`config.mk`:
```
export PLATFORM = sky130hd
export DESIGN_NAME = thermo_code_conv
export DESIGN_NICKNAME = d
export VERILOG_FILES = /design/src/rtl/cvt_pkg.sv /design/src/rtl/cvt_trim_check.sv /design/src/rtl/cvt_numgen.sv /design/src/rtl/cvt_divider.sv /design/src/rtl/cvt_finish.sv /design/src/rtl/thermo_code_conv.sv
export SDC_FILE = /design/constraint.sdc
export NUM_CORES = 2
export LEC_CHECK = 0
export ABC_AREA = 1
export BUFFER_PORTS_ARGS = -buffer_cell sky130_fd_sc_hd__buf_2
export CAP_MARGIN = 10
export CORE_MARGIN = 2
export CORE_UTILIZATION = 24
export DETAILED_ROUTE_END_ITERATION = 16
export MAX_ROUTING_LAYER = met4
export PLACE_DENSITY_LB_ADDON = 0.08
export SKIP_CTS_REPAIR_TIMING = 1
export SLEW_MARGIN = 25
export SYNTH_ARGS = -nofsm -noshare
export SYNTH_HDL_FRONTEND = slang
export SYNTH_SLANG_ARGS = --single-unit
export TNS_END_PERCENT = 5
```
`constraint.sdc`:
```
create_clock -name clk -period 14 [get_ports clk]
set_input_delay 1.4 -clock clk [delete_from_list [all_inputs] [get_ports clk]]
set_output_delay 1.4 -clock clk [all_outputs]
set_load 0.02 [all_outputs]
```
`src/rtl/cvt_pkg.sv`:
```
`timescale 1ns/1ps
package cvt_pkg;

  typedef enum logic [1:0] {
    MODE_FWD  = 2'd0,
    MODE_INV  = 2'd1,
    MODE_LIM  = 2'd2,
    MODE_RSVD = 2'd3
  } mode_t;

  typedef enum logic [1:0] {
    ST_IDLE   = 2'd0,
    ST_FIRST  = 2'd1,
    ST_SECOND = 2'd2
  } state_t;

  localparam int CVT_CODE_W  = 12;
  localparam int CVT_RES_W   = 32;
  localparam int CVT_NUM_W   = 64;
  localparam int CVT_DEN_W   = 32;
  localparam int CVT_T_LO_MC = -41000;
  localparam int CVT_T_HI_MC = 126000;

endpackage

```
`src/rtl/cvt_trim_check.sv`:
```
`timescale 1ns/1ps
module cvt_trim_check #(
  parameter int CODE_W = 12
) (
  input  logic [CODE_W-1:0] trim_lo,
  input  logic [CODE_W-1:0] trim_hi,
  output logic              bad
);
  localparam logic [CODE_W-1:0] ALL_ONES = '1;

  logic [1:0] extreme;

  for (genvar i = 0; i < 2; i++) begin : g_trim
    logic [CODE_W-1:0] t;
    assign t = (i == 0) ? trim_lo : trim_hi;
    assign extreme[i] = (t == '0) || (t == ALL_ONES);
  end

  assign bad = (|extreme) || (trim_lo == trim_hi);

endmodule

```
`src/rtl/cvt_numgen.sv`:
```
`timescale 1ns/1ps
module cvt_numgen
  import cvt_pkg::*;
#(
  parameter int CODE_W  = 12,
  parameter int RES_W   = 32,
  parameter int NUM_W   = 64,
  parameter int DEN_W   = 32,
  parameter int T_LO_MC = -41000,
  parameter int T_HI_MC = 126000
) (
  input  mode_t                    mode,
  input  logic signed [RES_W-1:0]  operand,
  input  logic [CODE_W-1:0]        trim_lo,
  input  logic [CODE_W-1:0]        trim_hi,
  output logic signed [NUM_W-1:0]  num,
  output logic signed [DEN_W-1:0]  den
);
  localparam int SPAN = T_HI_MC - T_LO_MC;
  localparam logic signed [NUM_W-1:0] SPAN_N = NUM_W'(SPAN);
  localparam logic signed [NUM_W-1:0] LO_N   = NUM_W'(T_LO_MC);

  logic signed [NUM_W-1:0] code_n, temp_n, t0_n, t1_n, slope_n;

  always_comb begin
    code_n  = NUM_W'(operand[CODE_W-1:0]);
    temp_n  = NUM_W'(operand);
    t0_n    = NUM_W'(trim_lo);
    t1_n    = NUM_W'(trim_hi);
    slope_n = t1_n - t0_n;
    if (mode == MODE_FWD) begin
      num = SPAN_N * (code_n - t0_n);
      den = DEN_W'(slope_n);
    end else begin
      num = (temp_n - LO_N) * slope_n;
      den = DEN_W'(SPAN_N);
    end
  end

endmodule

```
`src/rtl/cvt_divider.sv`:
```
`timescale 1ns/1ps
module cvt_divider #(
  parameter int NUM_W = 64,
  parameter int DEN_W = 32
) (
  input  logic                     clk,
  input  logic                     rst,
  input  logic                     go,
  input  logic signed [NUM_W-1:0]  num,
  input  logic signed [DEN_W-1:0]  den,
  output logic signed [NUM_W-1:0]  quo,
  output logic                     fin
);
  localparam int CNT_W = $clog2(NUM_W + 1);

  logic [NUM_W-1:0] acc;
  logic [DEN_W-1:0] rem;
  logic [DEN_W-1:0] dvs;
  logic [CNT_W-1:0] cnt;
  logic             neg;
  logic             run;

  logic [NUM_W-1:0] num_mag;
  logic [DEN_W-1:0] den_mag;
  logic [DEN_W:0]   shifted;
  logic             fits;

  always_comb begin
    num_mag = num[NUM_W-1] ? NUM_W'(-num) : NUM_W'(num);
    den_mag = den[DEN_W-1] ? DEN_W'(-den) : DEN_W'(den);
    shifted = {rem, acc[NUM_W-1]};
    fits    = (shifted >= {1'b0, dvs});
  end

  always_ff @(posedge clk) begin
    if (rst) begin
      acc <= '0;
      rem <= '0;
      dvs <= '0;
      cnt <= '0;
      neg <= 1'b0;
      run <= 1'b0;
      fin <= 1'b0;
    end else begin
      fin <= 1'b0;
      if (go) begin
        acc <= num_mag;
        rem <= '0;
        dvs <= den_mag;
        cnt <= CNT_W'(NUM_W);
        neg <= num[NUM_W-1] ^ den[DEN_W-1];
        run <= 1'b1;
      end else if (run) begin
        rem <= fits ? DEN_W'(shifted - {1'b0, dvs}) : shifted[DEN_W-1:0];
        acc <= {acc[NUM_W-2:0], fits};
        cnt <= cnt - 1'b1;
        if (cnt == CNT_W'(1)) begin
          run <= 1'b0;
          fin <= 1'b1;
        end
      end
    end
  end

  assign quo = neg ? -$signed(acc) : $signed(acc);

endmodule

```
`src/rtl/cvt_finish.sv`:
```
`timescale 1ns/1ps
module cvt_finish
  import cvt_pkg::*;
#(
  parameter int CODE_W  = 12,
  parameter int RES_W   = 32,
  parameter int NUM_W   = 64,
  parameter int T_LO_MC = -41000,
  parameter int T_HI_MC = 126000
) (
  input  mode_t                    mode,
  input  logic [CODE_W-1:0]        trim_lo,
  input  logic signed [NUM_W-1:0]  quo,
  output logic signed [RES_W-1:0]  result
);
  localparam logic signed [NUM_W-1:0] LO_N   = NUM_W'(T_LO_MC);
  localparam logic signed [NUM_W-1:0] HI_N   = NUM_W'(T_HI_MC);
  localparam logic signed [NUM_W-1:0] CMAX_N = NUM_W'((1 << CODE_W) - 1);

  logic signed [NUM_W-1:0] raw, lim_lo, lim_hi, clamped;

  always_comb begin
    if (mode == MODE_FWD) begin
      raw    = quo + LO_N;
      lim_lo = LO_N;
      lim_hi = HI_N;
    end else begin
      raw    = quo + NUM_W'(trim_lo);
      lim_lo = '0;
      lim_hi = CMAX_N;
    end
    if (raw < lim_lo)      clamped = lim_lo;
    else if (raw > lim_hi) clamped = lim_hi;
    else                   clamped = raw;
    result = RES_W'(clamped);
  end

endmodule

```
`src/rtl/thermo_code_conv.sv`:
```
`timescale 1ns/1ps
module thermo_code_conv
  import cvt_pkg::*;
#(
  parameter int CODE_W  = CVT_CODE_W,
  parameter int RES_W   = CVT_RES_W,
  parameter int NUM_W   = CVT_NUM_W,
  parameter int DEN_W   = CVT_DEN_W,
  parameter int T_LO_MC = CVT_T_LO_MC,
  parameter int T_HI_MC = CVT_T_HI_MC
) (
  input  logic                    clk,
  input  logic                    rst,
  input  logic [CODE_W-1:0]       trim_lo_i,
  input  logic [CODE_W-1:0]       trim_hi_i,
  input  logic [1:0]              mode_i,
  input  logic                    start_i,
  input  logic signed [RES_W-1:0] op_a_i,
  input  logic signed [RES_W-1:0] op_b_i,
  output logic signed [RES_W-1:0] result_a_o,
  output logic signed [RES_W-1:0] result_b_o,
  output logic                    done_o,
  output logic                    cal_err_o
);
  state_t                  st;
  mode_t                   mode_q;
  logic [CODE_W-1:0]       t0_q, t1_q;
  logic signed [RES_W-1:0] opb_q, first_q;

  logic                    busy, cal_bad, reject, div_go, div_fin;
  mode_t                   gen_mode;
  logic signed [RES_W-1:0] gen_op;
  logic [CODE_W-1:0]       gen_t0, gen_t1;
  logic signed [NUM_W-1:0] num, quo;
  logic signed [DEN_W-1:0] den;
  logic signed [RES_W-1:0] fin_val;

  assign busy = (st != ST_IDLE);

  cvt_trim_check #(.CODE_W(CODE_W)) u_trim (
    .trim_lo (trim_lo_i),
    .trim_hi (trim_hi_i),
    .bad     (cal_bad)
  );

  assign reject = cal_bad
               || (mode_i == MODE_RSVD)
               || ((mode_i == MODE_LIM) && (op_a_i >= op_b_i));

  always_comb begin
    if (!busy) begin
      gen_mode = mode_t'(mode_i);
      gen_op   = op_a_i;
      gen_t0   = trim_lo_i;
      gen_t1   = trim_hi_i;
    end else begin
      gen_mode = mode_q;
      gen_op   = opb_q;
      gen_t0   = t0_q;
      gen_t1   = t1_q;
    end
  end

  cvt_numgen #(
    .CODE_W(CODE_W), .RES_W(RES_W), .NUM_W(NUM_W), .DEN_W(DEN_W),
    .T_LO_MC(T_LO_MC), .T_HI_MC(T_HI_MC)
  ) u_numgen (
    .mode    (gen_mode),
    .operand (gen_op),
    .trim_lo (gen_t0),
    .trim_hi (gen_t1),
    .num     (num),
    .den     (den)
  );

  assign div_go = (!busy && start_i && !reject)
               || ((st == ST_FIRST) && div_fin && (mode_q == MODE_LIM));

  cvt_divider #(.NUM_W(NUM_W), .DEN_W(DEN_W)) u_div (
    .clk (clk),
    .rst (rst),
    .go  (div_go),
    .num (num),
    .den (den),
    .quo (quo),
    .fin (div_fin)
  );

  cvt_finish #(
    .CODE_W(CODE_W), .RES_W(RES_W), .NUM_W(NUM_W),
    .T_LO_MC(T_LO_MC), .T_HI_MC(T_HI_MC)
  ) u_finish (
    .mode    (mode_q),
    .trim_lo (t0_q),
    .quo     (quo),
    .result  (fin_val)
  );

  always_ff @(posedge clk) begin
    if (rst) begin
      st         <= ST_IDLE;
      mode_q     <= MODE_FWD;
      t0_q       <= '0;
      t1_q       <= '0;
      opb_q      <= '0;
      first_q    <= '0;
      result_a_o <= '0;
      result_b_o <= '0;
      done_o     <= 1'b0;
      cal_err_o  <= 1'b0;
    end else begin
      done_o    <= 1'b0;
      cal_err_o <= 1'b0;
      unique case (st)
        ST_IDLE: begin
          if (start_i) begin
            if (reject) begin
              cal_err_o <= 1'b1;
            end else begin
              mode_q <= mode_t'(mode_i);
              t0_q   <= trim_lo_i;
              t1_q   <= trim_hi_i;
              opb_q  <= op_b_i;
              st     <= ST_FIRST;
            end
          end
        end
        ST_FIRST: begin
          if (div_fin) begin
            if (mode_q == MODE_LIM) begin
              first_q <= fin_val;
              st      <= ST_SECOND;
            end else begin
              result_a_o <= fin_val;
              result_b_o <= '0;
              done_o     <= 1'b1;
              st         <= ST_IDLE;
            end
          end
        end
        ST_SECOND: begin
          if (div_fin) begin
            result_a_o <= first_q;
            result_b_o <= fin_val;
            done_o     <= 1'b1;
            st         <= ST_IDLE;
          end
        end
        default: st <= ST_IDLE;
      endcase
    end
  end

endmodule

```
==> impl_results.md <==
- Post-placement worst setup slack: approximately 1.6 ns
- Number of flops mapped to enable cells by yosys: 0
- GR Overflow Total: 0
- Mean instance size in the synthesized netlist: between 6 and 7 um^2
- Worst reg2reg setup slack: 1.72 ns
- Warnings from Yosys: 0
- Worst slew margin relative to its limit: 28.67%
- Number of nets in the synthesized netlist: 7,946
- TritonCTS clock tree: done
- Die Outline Area: about 0.20 mm^2
- Port Buffers: about 160
- Total number of vias: 44,820
- Number of design-rule violations left by the first detailed-router iteration: around 2,600
- Post-route met1 wirelength: between 90 and 100 mm
- Average vias per placed instance: 4.662
- Placed insts: approximately 9,500
- Post-layout worst setup margin: roughly 1.7 ns
- Nature of the critical path endpoint: flip-flop
- Die Y-Extent: between 400 and 500 um
- Clock latency on the worst-skew pair: between 0.6 and 0.7 ns
- WHS Path Cells: 2
- Buffer type at the clock tree root: clkbuf_16
- Kind of launch point of the worst setup path: flip-flop
- Master of the slowest instance on the critical path: fa_1
- Rows: between 150 and 200
- Post-route core utilization: a little over a quarter
- Proportion of register bits with asynchronous set or reset after synthesis: 0%
- Cells taking the most area after synthesis: fa_1, nand2_1, dfxtp_1, ha_1, inv_1
- Number of I/O pins: around 160
- DPL Wire Length: around 170 mm
- Number of pins exceeding their max-slew limit in the final report: 0
- Area inside the core boundary: 0.1920 mm^2
- Initial Util: 24.10%
- Final std cells w/o fill: 9,615
- Pin count of the biggest net entering global routing: just under 100
- GRT Util Overall: 20.98%
- Area Overhead vs Synth: 10.73%
- Summed instance area of the synthesized netlist: about 0.046 mm^2
- Reg2reg path depth: 52
- Worst-case clock buffer depth: 3
- Antenna viol nets, final: 0
- Final Hold Vio Count: 0
- Share of synthesized area occupied by flip-flops and latches: roughly 13%
- Vias in the first global route: ~46,000
- Number of levels in the clock H-tree: 2
- Hold Crit Class: reg2reg
- Final Routed Wirelength: about 200 mm
- Clk sinks: ~300
- Setup Crit Path Kind: reg2reg
- Count of state elements after synthesis: between 200 and 300
- Highest Signal Layer: met4
- Number of max-cap violations: 0
- Final GP Congestion: between 0.9 and 1
- Endpoint arrival time on the critical path: ~13 ns
- Fraction of synthesized cell area taken by the top area cell type: between 10% and 20%
- Cell occurring most often along the worst timing path: inv_1
- Global-route wire length before repair: 304.4 mm
- Slew at the pin closest to its max-slew limit: 1.066 ns
- Fraction of final layout cells with drive strength greater than 1: just under 8%
- Worst path required time: between 10 and 15 ns
- Count of TritonRoute iterations in the first routing pass: 7
- Cell count after synthesis: approximately 7,000
- Final #Nets: around 8,000
- Setup tns final: 0 ns
- Number of different library cells in the post-synthesis netlist: 68
- Ratio of final minimum period to clock period: 87.74%
- Initial antenna violation count: 15
- Wire length on met3: 4.836 mm
- Run status: complete, no violations
- Highest fanout seen on the critical path: 46
- Final setup skew: slightly below 0.04 ns
- Endpoints failing setup: 0
- TritonCTS buffer count: 42
- Shortest period the worst path allows: around 12 ns
- RSZ-0062 raised after global routing: false
- Critical Path Max Stage Delay: around 0.91 ns
- Dominant register cell in the synthesized netlist: dfxtp_1
- DRC Markers: 0
- Largest area contributor in the netlist: fa_1
- Highest Clock Rate: 81.41 MHz
- Worst-path clk slew: ~0.07 ns
- Die Width: roughly 440 um
- Post-DR wirelength/cell: 21.10 um
- Met2 layer wire length in the routed design: between 90 and 100 mm
flip-flops by register name, summed over array words and instances, names as in the netlist, 32 cells and up:
name,flops
u_div.acc,64
first_q,32
opb_q,32
result_a_o,32
result_b_o,32
u_div.dvs,32
u_div.rem,32
metrics by stage:
step,instance area (um^2),hold slack (ns)
after detailed placement,49830,0.4402
after global routing,51240,0.4645
after CTS,51210,0.4475
after floorplan,46270,0.4220
final,51240,0.4482
after global placement,49810,0.4404
cell type report:
type	count	area, um^2
sequential	296	5929
clock inverter	12	187.7
inverter	1105	4151
multi-input combinational	5392	35350
antenna	11	27.53
fill	21700	140700
clock buffer	60	1199
timing repair buffer	213	1231
tap	2526	3161
synth_stat cells, types with 32 or more instances:
cell      count
nor2_2       33
o22ai_1      54
ha_1        404
o21ai_1      43
inv_1      1052
xor2_1       77
nand2_1    1790
nand2_2      64
a21oi_1     433
nor3_1       51
nor2_1      831
o21ai_0     351
inv_2        32
a31oi_1      43
nand4_1      98
nand3_1     302
nand3_2      32
clkbuf_1    162
dfxtp_1     296
a22oi_1      34
or2_2        34
xnor2_1      55
fa_1        438
kinds of logic after synthesis:
kind of cell	Yosys count	synth area share, %
and+or+nand+nor	3322	30.48
buffers and inverters	1323	11.00
AOI/OAI and AO/OA	1084	13.00
adders and majority gates	842	29.87
DFF	296	12.81
xor gates and xnor gates	136	2.663
muxes	8	0.1731
per-layer routing:
| layer | up-vias | global-route usage (%) |
|---|---|---|
| met3 | 180 | 1.427 |
| met2 | 717 | 35.84 |
| met1 | 21540 | 26.85 |
| li1 | 22390 | - |
| met4 | 0 | 5.213 |
| met5 | - | - |
critical path: cells and delay by family (launching register included):
kind,cells,cell delay (ns)
compound gates,10,1.96
xor+xnor,1,0.20
fa+ha+maj,8,4.69
buf+inv,14,2.61
flops,1,0.32
simple gates,19,2.40
path summary, 6_finish.rpt:
check,from,endpoint
setup / recovery,st[0],u_div.acc[38]
hold / removal,u_div.dvs[13],u_div.dvs[13]
setup reg to reg,st[0],u_div.acc[38]
hold reg to reg,u_div.dvs[13],u_div.dvs[13]
placed cells by master (no fill, tap or decap), types with 20 or more instances in the layout:
cell       instances
nor2_2            35
clkinv_1          21
nand4_1           98
o22ai_1           54
nor2_1           828
a22oi_1           34
buf_4             54
nor3_1            49
inv_2             33
a21oi_1          433
nor4_1            22
nand3_2           33
o21a_1            20
xnor2_1           54
xor2_1            74
a31oi_1           43
nand2_2           66
buf_2            157
inv_1           1049
fa_1             437
nand2_1         1787
nand3_1          301
ha_1             403
o21ai_1           45
o21ai_0          349
dfxtp_1          295
clkbuf_16         42
or2_2             34
Power is left out: the tool's default activity adds up to more than one toggle a clock period on the data nets, which glitch-free logic cannot reach.
